## config.mk

```make
export PLATFORM = sky130hd
export DESIGN_NAME = tdc_cal_sequencer
export DESIGN_NICKNAME = d
export VERILOG_FILES = /design/src/rtl/tdccal_pkg.sv /design/src/rtl/refdiv_bank.sv /design/src/rtl/tick_select.sv /design/src/rtl/cal_seq_fsm.sv /design/src/rtl/tdc_cal_sequencer.sv
export SDC_FILE = /design/constraint.sdc
export NUM_CORES = 1
export LEC_CHECK = 0
export ABC_AREA = 1
export BUFFER_PORTS_ARGS = -buffer_cell sky130_fd_sc_hd__buf_2
export CAP_MARGIN = 10
export CORE_MARGIN = 2
export CORE_UTILIZATION = 57
export CTS_BUF_LIST = sky130_fd_sc_hd__clkbuf_8
export DETAILED_ROUTE_END_ITERATION = 10
export MAX_ROUTING_LAYER = met4
export PLACE_DENSITY = 0.85
export REMOVE_ABC_BUFFERS = 1
export SLEW_MARGIN = 20
export SYNTH_ARGS = -nofsm -noshare
export SYNTH_HDL_FRONTEND = slang
export SYNTH_SLANG_ARGS = --single-unit
export TNS_END_PERCENT = 5
```

## constraint.sdc

```tcl
create_clock -name clk -period 1.8 [get_ports clk]
set_input_delay 0.36 -clock clk [delete_from_list [all_inputs] [get_ports clk]]
set_output_delay 0.36 -clock clk [all_outputs]
set_load 0.01 [all_outputs]
```

## src/rtl/tdccal_pkg.sv

```systemverilog
package tdccal_pkg;

    localparam int NUM_REF = 6;

    typedef enum logic [1:0] {
        ST_IDLE = 2'd0,
        ST_MEAS = 2'd1,
        ST_GAP  = 2'd2
    } seq_state_e;

    // reference rate in MHz for each legal select code
    function automatic int ref_mhz(input int idx);
        case (idx)
            0:       return 40;
            1:       return 32;
            2:       return 25;
            3:       return 20;
            4:       return 16;
            default: return 10;
        endcase
    endfunction

    function automatic int ref_div(input int sys_mhz, input int idx);
        return sys_mhz / ref_mhz(idx);
    endfunction

    // codes above the last legal one use the slowest rate
    function automatic logic [2:0] sel_fold(input logic [2:0] code);
        return (code > 3'd5) ? 3'd5 : code;
    endfunction

endpackage

```

## src/rtl/refdiv_bank.sv

```systemverilog
module refdiv_bank
    import tdccal_pkg::*;
#(
    parameter int SYS_MHZ = 800
) (
    input  logic               clk,
    input  logic               rst_n,
    input  logic               clr,
    output logic [NUM_REF-1:0] ticks
);

    for (genvar g = 0; g < NUM_REF; g++) begin : g_div
        localparam int DIV = ref_div(SYS_MHZ, g);
        localparam int CW  = (DIV > 2) ? $clog2(DIV) : 1;
        localparam logic [CW-1:0] LAST = CW'(DIV - 1);

        logic [CW-1:0] cnt_d, cnt_q;

        always_comb begin
            if (clr) begin
                cnt_d = '0;
            end else if (cnt_q == LAST) begin
                cnt_d = '0;
            end else begin
                cnt_d = cnt_q + CW'(1);
            end
        end

        always_ff @(posedge clk) begin
            if (!rst_n) begin
                cnt_q <= '0;
            end else begin
                cnt_q <= cnt_d;
            end
        end

        assign ticks[g] = (cnt_q == LAST);

        // a re-phased divider cannot tick in the cycle right after the clear
        a_r3_no_tick_after_clr: assert property (@(posedge clk) disable iff (!rst_n)
            clr |=> !ticks[g]);
    end

endmodule

```

## src/rtl/tick_select.sv

```systemverilog
module tick_select
    import tdccal_pkg::*;
(
    input  logic [NUM_REF-1:0] ticks,
    input  logic [2:0]         sel,
    output logic               tick
);

    always_comb begin
        case (sel)
            3'd0:    tick = ticks[0];
            3'd1:    tick = ticks[1];
            3'd2:    tick = ticks[2];
            3'd3:    tick = ticks[3];
            3'd4:    tick = ticks[4];
            default: tick = ticks[5];
        endcase
    end

endmodule

```

## src/rtl/cal_seq_fsm.sv

```systemverilog
module cal_seq_fsm
    import tdccal_pkg::*;
#(
    parameter int SAMP_W = 8,
    parameter int GAP_W  = 8,
    parameter int DLY_W  = 8
) (
    input  logic              clk,
    input  logic              rst_n,
    input  logic [2:0]        cfg_refsel,
    input  logic [SAMP_W-1:0] cfg_samples,
    input  logic [GAP_W-1:0]  cfg_gap,
    input  logic [DLY_W-1:0]  cfg_maxdly,
    input  logic              cmd_go,
    input  logic              tick,
    output logic [2:0]        sel_q,
    output logic              div_clr,
    output logic              busy,
    output logic              done,
    output logic              start_pulse,
    output logic              stop_pulse
);

    typedef struct packed {
        seq_state_e        st;
        logic [2:0]        sel;
        logic [SAMP_W-1:0] nsamp;
        logic [GAP_W-1:0]  gap;
        logic [DLY_W-1:0]  maxd;
        logic [DLY_W-1:0]  dly;
        logic [DLY_W-1:0]  tcnt;
        logic [SAMP_W-1:0] sidx;
        logic [GAP_W-1:0]  gcnt;
        logic              last;
        logic              start;
        logic              stop;
        logic              done;
    } seq_regs_t;

    seq_regs_t r_d, r_q;

    always_comb begin
        r_d       = r_q;
        r_d.start = 1'b0;
        r_d.stop  = 1'b0;
        r_d.done  = 1'b0;
        case (r_q.st)
            ST_IDLE: begin
                if (cmd_go) begin
                    r_d.st    = ST_MEAS;
                    r_d.sel   = sel_fold(cfg_refsel);
                    r_d.nsamp = (cfg_samples == '0) ? SAMP_W'(1) : cfg_samples;
                    r_d.gap   = cfg_gap;
                    r_d.maxd  = (cfg_maxdly == '0) ? DLY_W'(1) : cfg_maxdly;
                    r_d.dly   = DLY_W'(1);
                    r_d.tcnt  = '0;
                    r_d.sidx  = '0;
                    r_d.gcnt  = '0;
                    r_d.last  = 1'b0;
                    r_d.start = 1'b1;
                end
            end
            ST_MEAS: begin
                if (tick) begin
                    if (r_q.tcnt + DLY_W'(1) == r_q.dly) begin
                        r_d.stop = 1'b1;
                        r_d.st   = ST_GAP;
                        r_d.tcnt = '0;
                        r_d.gcnt = '0;
                        if (r_q.sidx + SAMP_W'(1) == r_q.nsamp) begin
                            r_d.sidx = '0;
                            if (r_q.dly == r_q.maxd) begin
                                r_d.last = 1'b1;
                            end else begin
                                r_d.dly = r_q.dly + DLY_W'(1);
                            end
                        end else begin
                            r_d.sidx = r_q.sidx + SAMP_W'(1);
                        end
                    end else begin
                        r_d.tcnt = r_q.tcnt + DLY_W'(1);
                    end
                end
            end
            ST_GAP: begin
                if (r_q.last) begin
                    r_d.st   = ST_IDLE;
                    r_d.last = 1'b0;
                    r_d.done = 1'b1;
                end else if (r_q.gcnt == r_q.gap) begin
                    r_d.st    = ST_MEAS;
                    r_d.tcnt  = '0;
                    r_d.start = 1'b1;
                end else begin
                    r_d.gcnt = r_q.gcnt + GAP_W'(1);
                end
            end
            default: begin
                r_d.st = ST_IDLE;
            end
        endcase
    end

    always_ff @(posedge clk) begin
        if (!rst_n) begin
            r_q    <= '0;
            r_q.st <= ST_IDLE;
        end else begin
            r_q <= r_d;
        end
    end

    assign sel_q       = r_q.sel;
    assign div_clr     = r_d.start;
    assign busy        = (r_q.st != ST_IDLE);
    assign done        = r_q.done;
    assign start_pulse = r_q.start;
    assign stop_pulse  = r_q.stop;

    // an accepted go yields START and busy one cycle later
    a_r2_go_starts: assert property (@(posedge clk) disable iff (!rst_n)
        (!busy && cmd_go) |=> (start_pulse && busy));

    // the active delay step stays within 1..M during a sweep
    a_r5_dly_in_range: assert property (@(posedge clk) disable iff (!rst_n)
        busy |-> (r_q.dly != '0 && r_q.dly <= r_q.maxd));

    // done follows the last STOP and ends busy
    a_r7_done_after_stop: assert property (@(posedge clk) disable iff (!rst_n)
        done |-> ($past(stop_pulse) && !busy));

    // done lasts one cycle
    a_r7_done_single: assert property (@(posedge clk) disable iff (!rst_n)
        done |=> !done);

    // captured settings hold for the whole sweep
    a_r8_cfg_held: assert property (@(posedge clk) disable iff (!rst_n)
        (busy && $past(busy)) |-> ($stable(r_q.sel) && $stable(r_q.nsamp)
                                   && $stable(r_q.gap) && $stable(r_q.maxd)));

    // single-cycle pulses
    a_r9_start_single: assert property (@(posedge clk) disable iff (!rst_n)
        start_pulse |=> !start_pulse);
    a_r9_stop_single: assert property (@(posedge clk) disable iff (!rst_n)
        stop_pulse |=> !stop_pulse);

    // the folded select never exceeds the last legal code
    a_r4_sel_folded: assert property (@(posedge clk) disable iff (!rst_n)
        busy |-> (sel_q <= 3'd5));

endmodule

```

## src/rtl/tdc_cal_sequencer.sv

```systemverilog
module tdc_cal_sequencer
    import tdccal_pkg::*;
#(
    parameter int SYS_MHZ = 800,
    parameter int SAMP_W  = 8,
    parameter int GAP_W   = 8,
    parameter int DLY_W   = 8
) (
    input  logic              clk,
    input  logic              rst_n,
    input  logic [2:0]        cfg_refsel,
    input  logic [SAMP_W-1:0] cfg_samples,
    input  logic [GAP_W-1:0]  cfg_gap,
    input  logic [DLY_W-1:0]  cfg_maxdly,
    input  logic              cmd_go,
    output logic              busy,
    output logic              done,
    output logic              start_pulse,
    output logic              stop_pulse
);

    logic [NUM_REF-1:0] ticks;
    logic [2:0]         sel_q;
    logic               tick;
    logic               div_clr;

    refdiv_bank #(
        .SYS_MHZ (SYS_MHZ)
    ) u_divs (
        .clk   (clk),
        .rst_n (rst_n),
        .clr   (div_clr),
        .ticks (ticks)
    );

    tick_select u_sel (
        .ticks (ticks),
        .sel   (sel_q),
        .tick  (tick)
    );

    cal_seq_fsm #(
        .SAMP_W (SAMP_W),
        .GAP_W  (GAP_W),
        .DLY_W  (DLY_W)
    ) u_fsm (
        .clk         (clk),
        .rst_n       (rst_n),
        .cfg_refsel  (cfg_refsel),
        .cfg_samples (cfg_samples),
        .cfg_gap     (cfg_gap),
        .cfg_maxdly  (cfg_maxdly),
        .cmd_go      (cmd_go),
        .tick        (tick),
        .sel_q       (sel_q),
        .div_clr     (div_clr),
        .busy        (busy),
        .done        (done),
        .start_pulse (start_pulse),
        .stop_pulse  (stop_pulse)
    );

endmodule

```

Word-level counts from Yosys, hierarchy flattened --
Cells that the tools add are included. Widths: inputs -> output; s select.
Word-level totals: word-level logic and storage cells 111, register bits 99, input port bits 30, output and inout bits 4
Cells by class: equal/unequal tests 26, muxes and demuxes 32, reduce and logical (&&, ||, !) cells 22, bitwise logic cells 1, add/sub/neg operators 10, order comparisons 1
Operator list (count):
- $mux 8 | 11
- $mux 63 | 1
- $mux 33 | 1
- $add 8x1->8 const B | 4
- $eq 8x8->1 | 4
- $pmux 8 s2 | 2
- $pmux 9 s3 | 1
- $pmux 8 s3 | 1
- $reduce_and 6->1 | 3
- $reduce_or 3->1 | 6
- $mux 17 | 1
- $logic_not 8->1 | 2
- $add 5x1->5 const B | 3
- $eq 5x5->1 const B | 3
- $add 6x1->6 const B | 2
- $eq 6x6->1 const B | 2
- $ne 2x2->1 const B | 5
- $mux 2 | 4
- $ne 2x1->1 const B | 4
- $reduce_and 4->1 | 2
- $add 7x1->7 const B | 1
- $eq 7x7->1 const B | 1
- $eq 3x2->1 const B | 2
- $mux 1 | 6
- 18 further kinds | 20

Logic depth before layout (Yosys ltp) --
word-level depth 6, mapped depth 17, depth with buffers taken out 16

Cells and area by module --
Synthesis repeated with hierarchy kept, for this count alone.
Unflattened totals: cell total of the unflattened synthesis 811, area total of the unflattened synthesis 5377.7 µm²
Modules (own cells, without submodules):
- cal_seq_fsm | area an instance 3853.7 µm², instances 1, cells each 609
- refdiv_bank | area an instance 1452.6 µm², instances 1, cells each 185
- tick_select | area an instance 71.3 µm², instances 1, cells each 17

Worst setup path before layout --
OpenSTA, ideal clock, no wires.
path type reg2reg, start point reg u_divs.g_div[2].cnt_q[0], end point reg u_fsm.r_q[8] in the netlist's numbering, required time 1686 ps, setup time 114 ps, stages on the path, launching flop included 15, arrival time 1811 ps, path slack -125 ps, cells stage by stage dfxtp_1 -> ha_1 -> nand2_1 -> nor2_1 -> ha_1 -> nand4_1 -> o21ai_0 -> nor2_1 -> nand4_1 -> nand2_1 -> clkinv_1 -> nand3_2 -> nand2_1 -> nand2_1 -> nor2_1
On the way: cells in the longest elaborated chain, start to end 4
Ends and longest elaborated chain:
- start, declared | RTL line refdiv_bank.sv:17 | logic [CW-1:0] cnt_d, cnt_q;
- start signal, assigned | RTL line refdiv_bank.sv:33 | cnt_q <= cnt_d;
- $eq 5x5->1 | RTL line refdiv_bank.sv:37 | assign ticks[g] = (cnt_q == LAST);
- $pmux 1 s5 | RTL line tick_select.sv:10 | case (sel)
- $ne 2x2->1 (no source line)
- $reduce_and 6->1 (no source line)
- end signal, assigned | RTL line cal_seq_fsm.sv:109 | r_q <= r_d;
- end, declared | RTL line cal_seq_fsm.sv:40 | seq_regs_t r_d, r_q;
Every way passes these cells. A chain may end at the register's enable or synchronous reset.

Worst setup path after layout --
start point reg u_divs.g_div[2].cnt_q[0], end point reg u_fsm.r_q[21] in the netlist's numbering
On the way: cells in the longest elaborated chain, start to end 4
Ends and longest elaborated chain (RTL line):
- $eq 5x5->1 | refdiv_bank.sv:37
- $pmux 1 s5 | tick_select.sv:10
- $ne 2x2->1 (no source line)
- $reduce_and 5->1 (no source line)
Every way passes these cells.

==> summary.md <==
The flow ran to the end, but the final reports show violations. The checks that failed: setup timing. Summing over every cut layer, the via total after detailed routing is 5357.

The leading cell type in the layout, fill and taps excluded was nand2_1. After detailed routing, the number of remaining DRC violations is 0. For the worst setup path, the data arrival time is 2.47 ns. The detail route stage leaves a number of antenna-violating nets equal to 0. The pre-antenna-repair detailed-routing pass consisted of 5 iterations. Cells with a size suffix above 1 make up 21.7% of the layout. The logs give -0.375 ns for the smallest setup slack after layout and 21600 µm for the wire length of the first global-routing pass.

The die is 99.8 µm tall. The floorplan die area was 9960 µm²; the largest net degree at the start of global routing was 41. In this design, the stage delay of the slowest critical-path cell is 0.36 ns. The clock buffer count from CTS was 9; the share of the clock period used by the worst path after layout was 121%.

TritonCTS built the clock tree. The number of antenna cells inserted was 0. The tool flagged a number of max-cap violations equal to 0. Clock tree synthesis found a total of 99 sinks.

The run gives 0 as the count of hold buffers inserted by post-cts repair. The run gives 2.10 ns as the required time of the critical path. The launching element type of the critical path was a flip-flop. Yosys mapped the design onto 34 distinct sky130hd cell types. 34 I/O pins were placed.

The start-to-end type of the worst setup path is flip-flop to flip-flop. The tools report the type of element capturing the critical path as a flip-flop. The maximum clock rate was 460 MHz. The tools report the number of standard-cell rows in the floorplan as 34. Power spread over the standard cell area amounts to 1130 nW/µm². The count of buffers from port buffering was 33; the via count of the first global-routing pass was 5038. Clock skew after layout: 0.0180 ns.

Global routing used 27.0% of the available tracks. The analysis attributes to cell leakage a power of 2.72 nW. The maximum vdd drop is 0.000768 V, and the routed wire length is 12900 µm.

The maximum level of the CTS H-tree was 3. Worst hold path class: input pin to flip-flop. The run gives 7.36 mW as the power consumption. The pin slew with the least headroom to its limit was 0.393 ns; the tightest slew margin relative to the limit was 73.6%.

Traced cell by cell, the critical path runs through ha_4 -> nand2_4 -> nor2_4 -> ha_4 -> nand4_1 -> o21ai_1 -> nor2_1 -> nand4_1 -> nand2_2 -> buf_6 -> nor2_4 -> buf_6 -> o21ai_2 -> nand2_1 -> a21oi_2. The initial utilization of the core area, before any placement, comes to 59.4%. Maximum number of buffers from clock root to sink: 2.

The worst hold path was traced through 3 stages. The relative area change from synthesis to final layout was 24.4%. The clock tree root buffer cell is clkbuf_8. The total half-perimeter wirelength after legalization and detailed placement is 9310 µm.

After synthesis the cells add up to 5230 µm². The flip-flop and latch count after synthesis is 99, and the count of endpoints failing setup in the final report is 35. The depth of the worst register-to-register path came out at 15. The final weighted congestion in routability-driven placement was 0.897. The DRC marker count from the first detailed-route iteration was 338. The logs give 0 for the number of max-slew violations in the final report and 764 for the number of cells produced by synthesis. The initial antenna violation count is 0. Among cell families on the critical path, the largest total delay comes from simple AND/OR/NAND/NOR gates. For this run, the number of Yosys warnings is 0.

The largest individual stage delay along the critical path comes from the cell dfxtp_2. Mean instance size in the synthesized netlist: 6.84 µm². Measured along the x axis, the die boundary spans 99.8 µm.

The final layout contains 928 nets. The number of hold violations in the final report is 0, and the standard cell core area is 8810 µm². Global routing finished with a remaining overflow of 0. The top cell types in the final layout, fill and taps aside, are nand2_1, nor2_1, dfxtp_1. For this run, the register share of the synthesized area comes to 37.9%. The critical path runs through a total of 15 cells.

For the worst-skew pair, the clock arrives at the later sink with an insertion delay of 0.38 ns. The largest fanout on the critical path works out to 3. The via count normalized by instance count is 5.39. After clock tree synthesis, the clock-pin slew on the worst setup and hold paths is 0.12 ns. The buffer and inverter count on the worst path was 2. Setup repair after global routing could not meet its margin everywhere. The smallest clock period supported by the final layout is computed as 2.17 ns. After detailed routing, the average wire length per cell comes to 13.0 µm. The tightest hold path in the finished design has a slack of 0.211 ns.
-- worst register-to-register path, delay by kind of cell, from the launching register on --
family	cells	cell delay, ns
DFF	1	0.36
adders and majority gates	2	0.32
AOI/OAI and AO/OA	3	0.30
buffers and inverters	2	0.24
and+or+nand+nor	8	0.89
-- cells by family after synthesis --
logic type | after synthesis | share of synthesized area, %
AO/OA/AOI/OAI | 110 | 11.1
XOR/XNOR | 25 | 4.19
adder cells (fa/ha/maj) | 18 | 4.31
buffers and inverters | 102 | 7.51
flip-flops | 99 | 37.9
AND/OR/NAND/NOR | 410 | 35.0
-- cells in the mapped netlist --
| cell | count | area [µm²] |
|---|---|---|
| nand2_1 | 156 | 586 |
| nor2_1 | 122 | 458 |
| dfxtp_1 | 99 | 1980 |
| inv_1 | 84 | 315 |
| nand3_1 | 68 | 340 |
| a21oi_1 | 53 | 265 |
| o21ai_0 | 45 | 225 |
| ha_1 | 18 | 225 |
| nand4_1 | 17 | 106 |
| xnor2_1 | 14 | 123 |
| clkbuf_1 | 11 | 41.3 |
| xor2_1 | 11 | 96.3 |
| nor3_1 | 10 | 50.1 |
| nor3b_1 | 7 | 52.6 |
| or2_2 | 7 | 43.8 |
| nor2_2 | 6 | 37.5 |
| nor2_4 | 4 | 45.0 |
| o21ai_1 | 4 | 20.0 |
| a211oi_1 | 3 | 22.5 |
| nand2_2 | 3 | 18.8 |
| nand2_4 | 3 | 33.8 |
| nand3_2 | 3 | 30.0 |
| buf_1 | 2 | 7.51 |
| buf_2 | 2 | 10.0 |
| nor4_1 | 2 | 12.5 |
| o21bai_1 | 2 | 15.0 |
| a21oi_4 | 1 | 16.3 |
| a221oi_1 | 1 | 8.76 |
| a311oi_1 | 1 | 8.76 |
| and2_1 | 1 | 6.26 |
| buf_6 | 1 | 11.3 |
| clkinv_1 | 1 | 3.75 |
| inv_2 | 1 | 3.75 |
| nand3b_1 | 1 | 7.51 |
-- final timing paths --
check,end,from,slack [ns]
max reg2reg,u_fsm.r_q[21],u_divs.g_div[2].cnt_q[0],-0.37
min,u_fsm.r_q[52],cfg_samples[0],0.21
min reg2reg,u_fsm.r_q[58],u_fsm.r_q[58],0.48
max,u_fsm.r_q[21],u_divs.g_div[2].cnt_q[0],-0.37
-- per-layer routing --
layer  GRT usage (%)  vias up  wire, µm
met5               -        -         0
met4            7.06        0       223
met3            5.71       27       556
met2            48.3      139      6850
met1            30.6     2486      5310
li1                -     2705         -
-- report_power, final --
part	internal, mW	leakage, nW	switching [mW]
Combinational	1.26	1.80	1.68
Clock	0.699	0.114	0.900
Sequential	2.57	0.810	0.264
-- registers in the layout, summed over array words and instances (netlist names) --
name                flops
u_fsm.r_q              59
u_divs.g_div.cnt_q     34
u_fsm.sel_q             3
u_fsm.done              1
u_fsm.start_pulse       1
u_fsm.stop_pulse        1
-- per-stage QoR --
stage / utilization (%) / setup WS, ns / instance area [µm²] / std cells / TNS, ns
6_report: 73.9 / -0.375 / 6500 / 993 / -9.78
4_1_cts: 72.5 / -0.287 / 6390 / 989 / -8.05
5_1_grt: 73.9 / -0.479 / 6500 / 993 / -14.24
2_1_floorplan: - / -0.266 / 5160 / 748 / -9.04
3_5_place_dp: 69.1 / -0.307 / 6090 / 971 / -9.25
3_3_place_gp: 69.1 / -0.187 / 6090 / 971 / -4.24
-- repair_timing --
item / CTS / global route
pin swaps: 9 / 5
resized for setup: 19 / 24
cloned: 0 / 0
setup endpoints to repair: 35 / 45
setup buffers: 2 / 4
-- area by class of cell --
| class | count | area, µm² |
|---|---|---|
| Clock inverter | 7 | 100 |
| Tap cell | 108 | 135 |
| Sequential cell | 99 | 1980 |
| Multi-Input combinational cell | 563 | 2970 |
| Fill cell | 627 | 2300 |
| Inverter | 86 | 328 |
| Timing Repair Buffer | 121 | 866 |
| Clock buffer | 9 | 124 |
No activity file was read; power rests on OpenSTA's default activity.
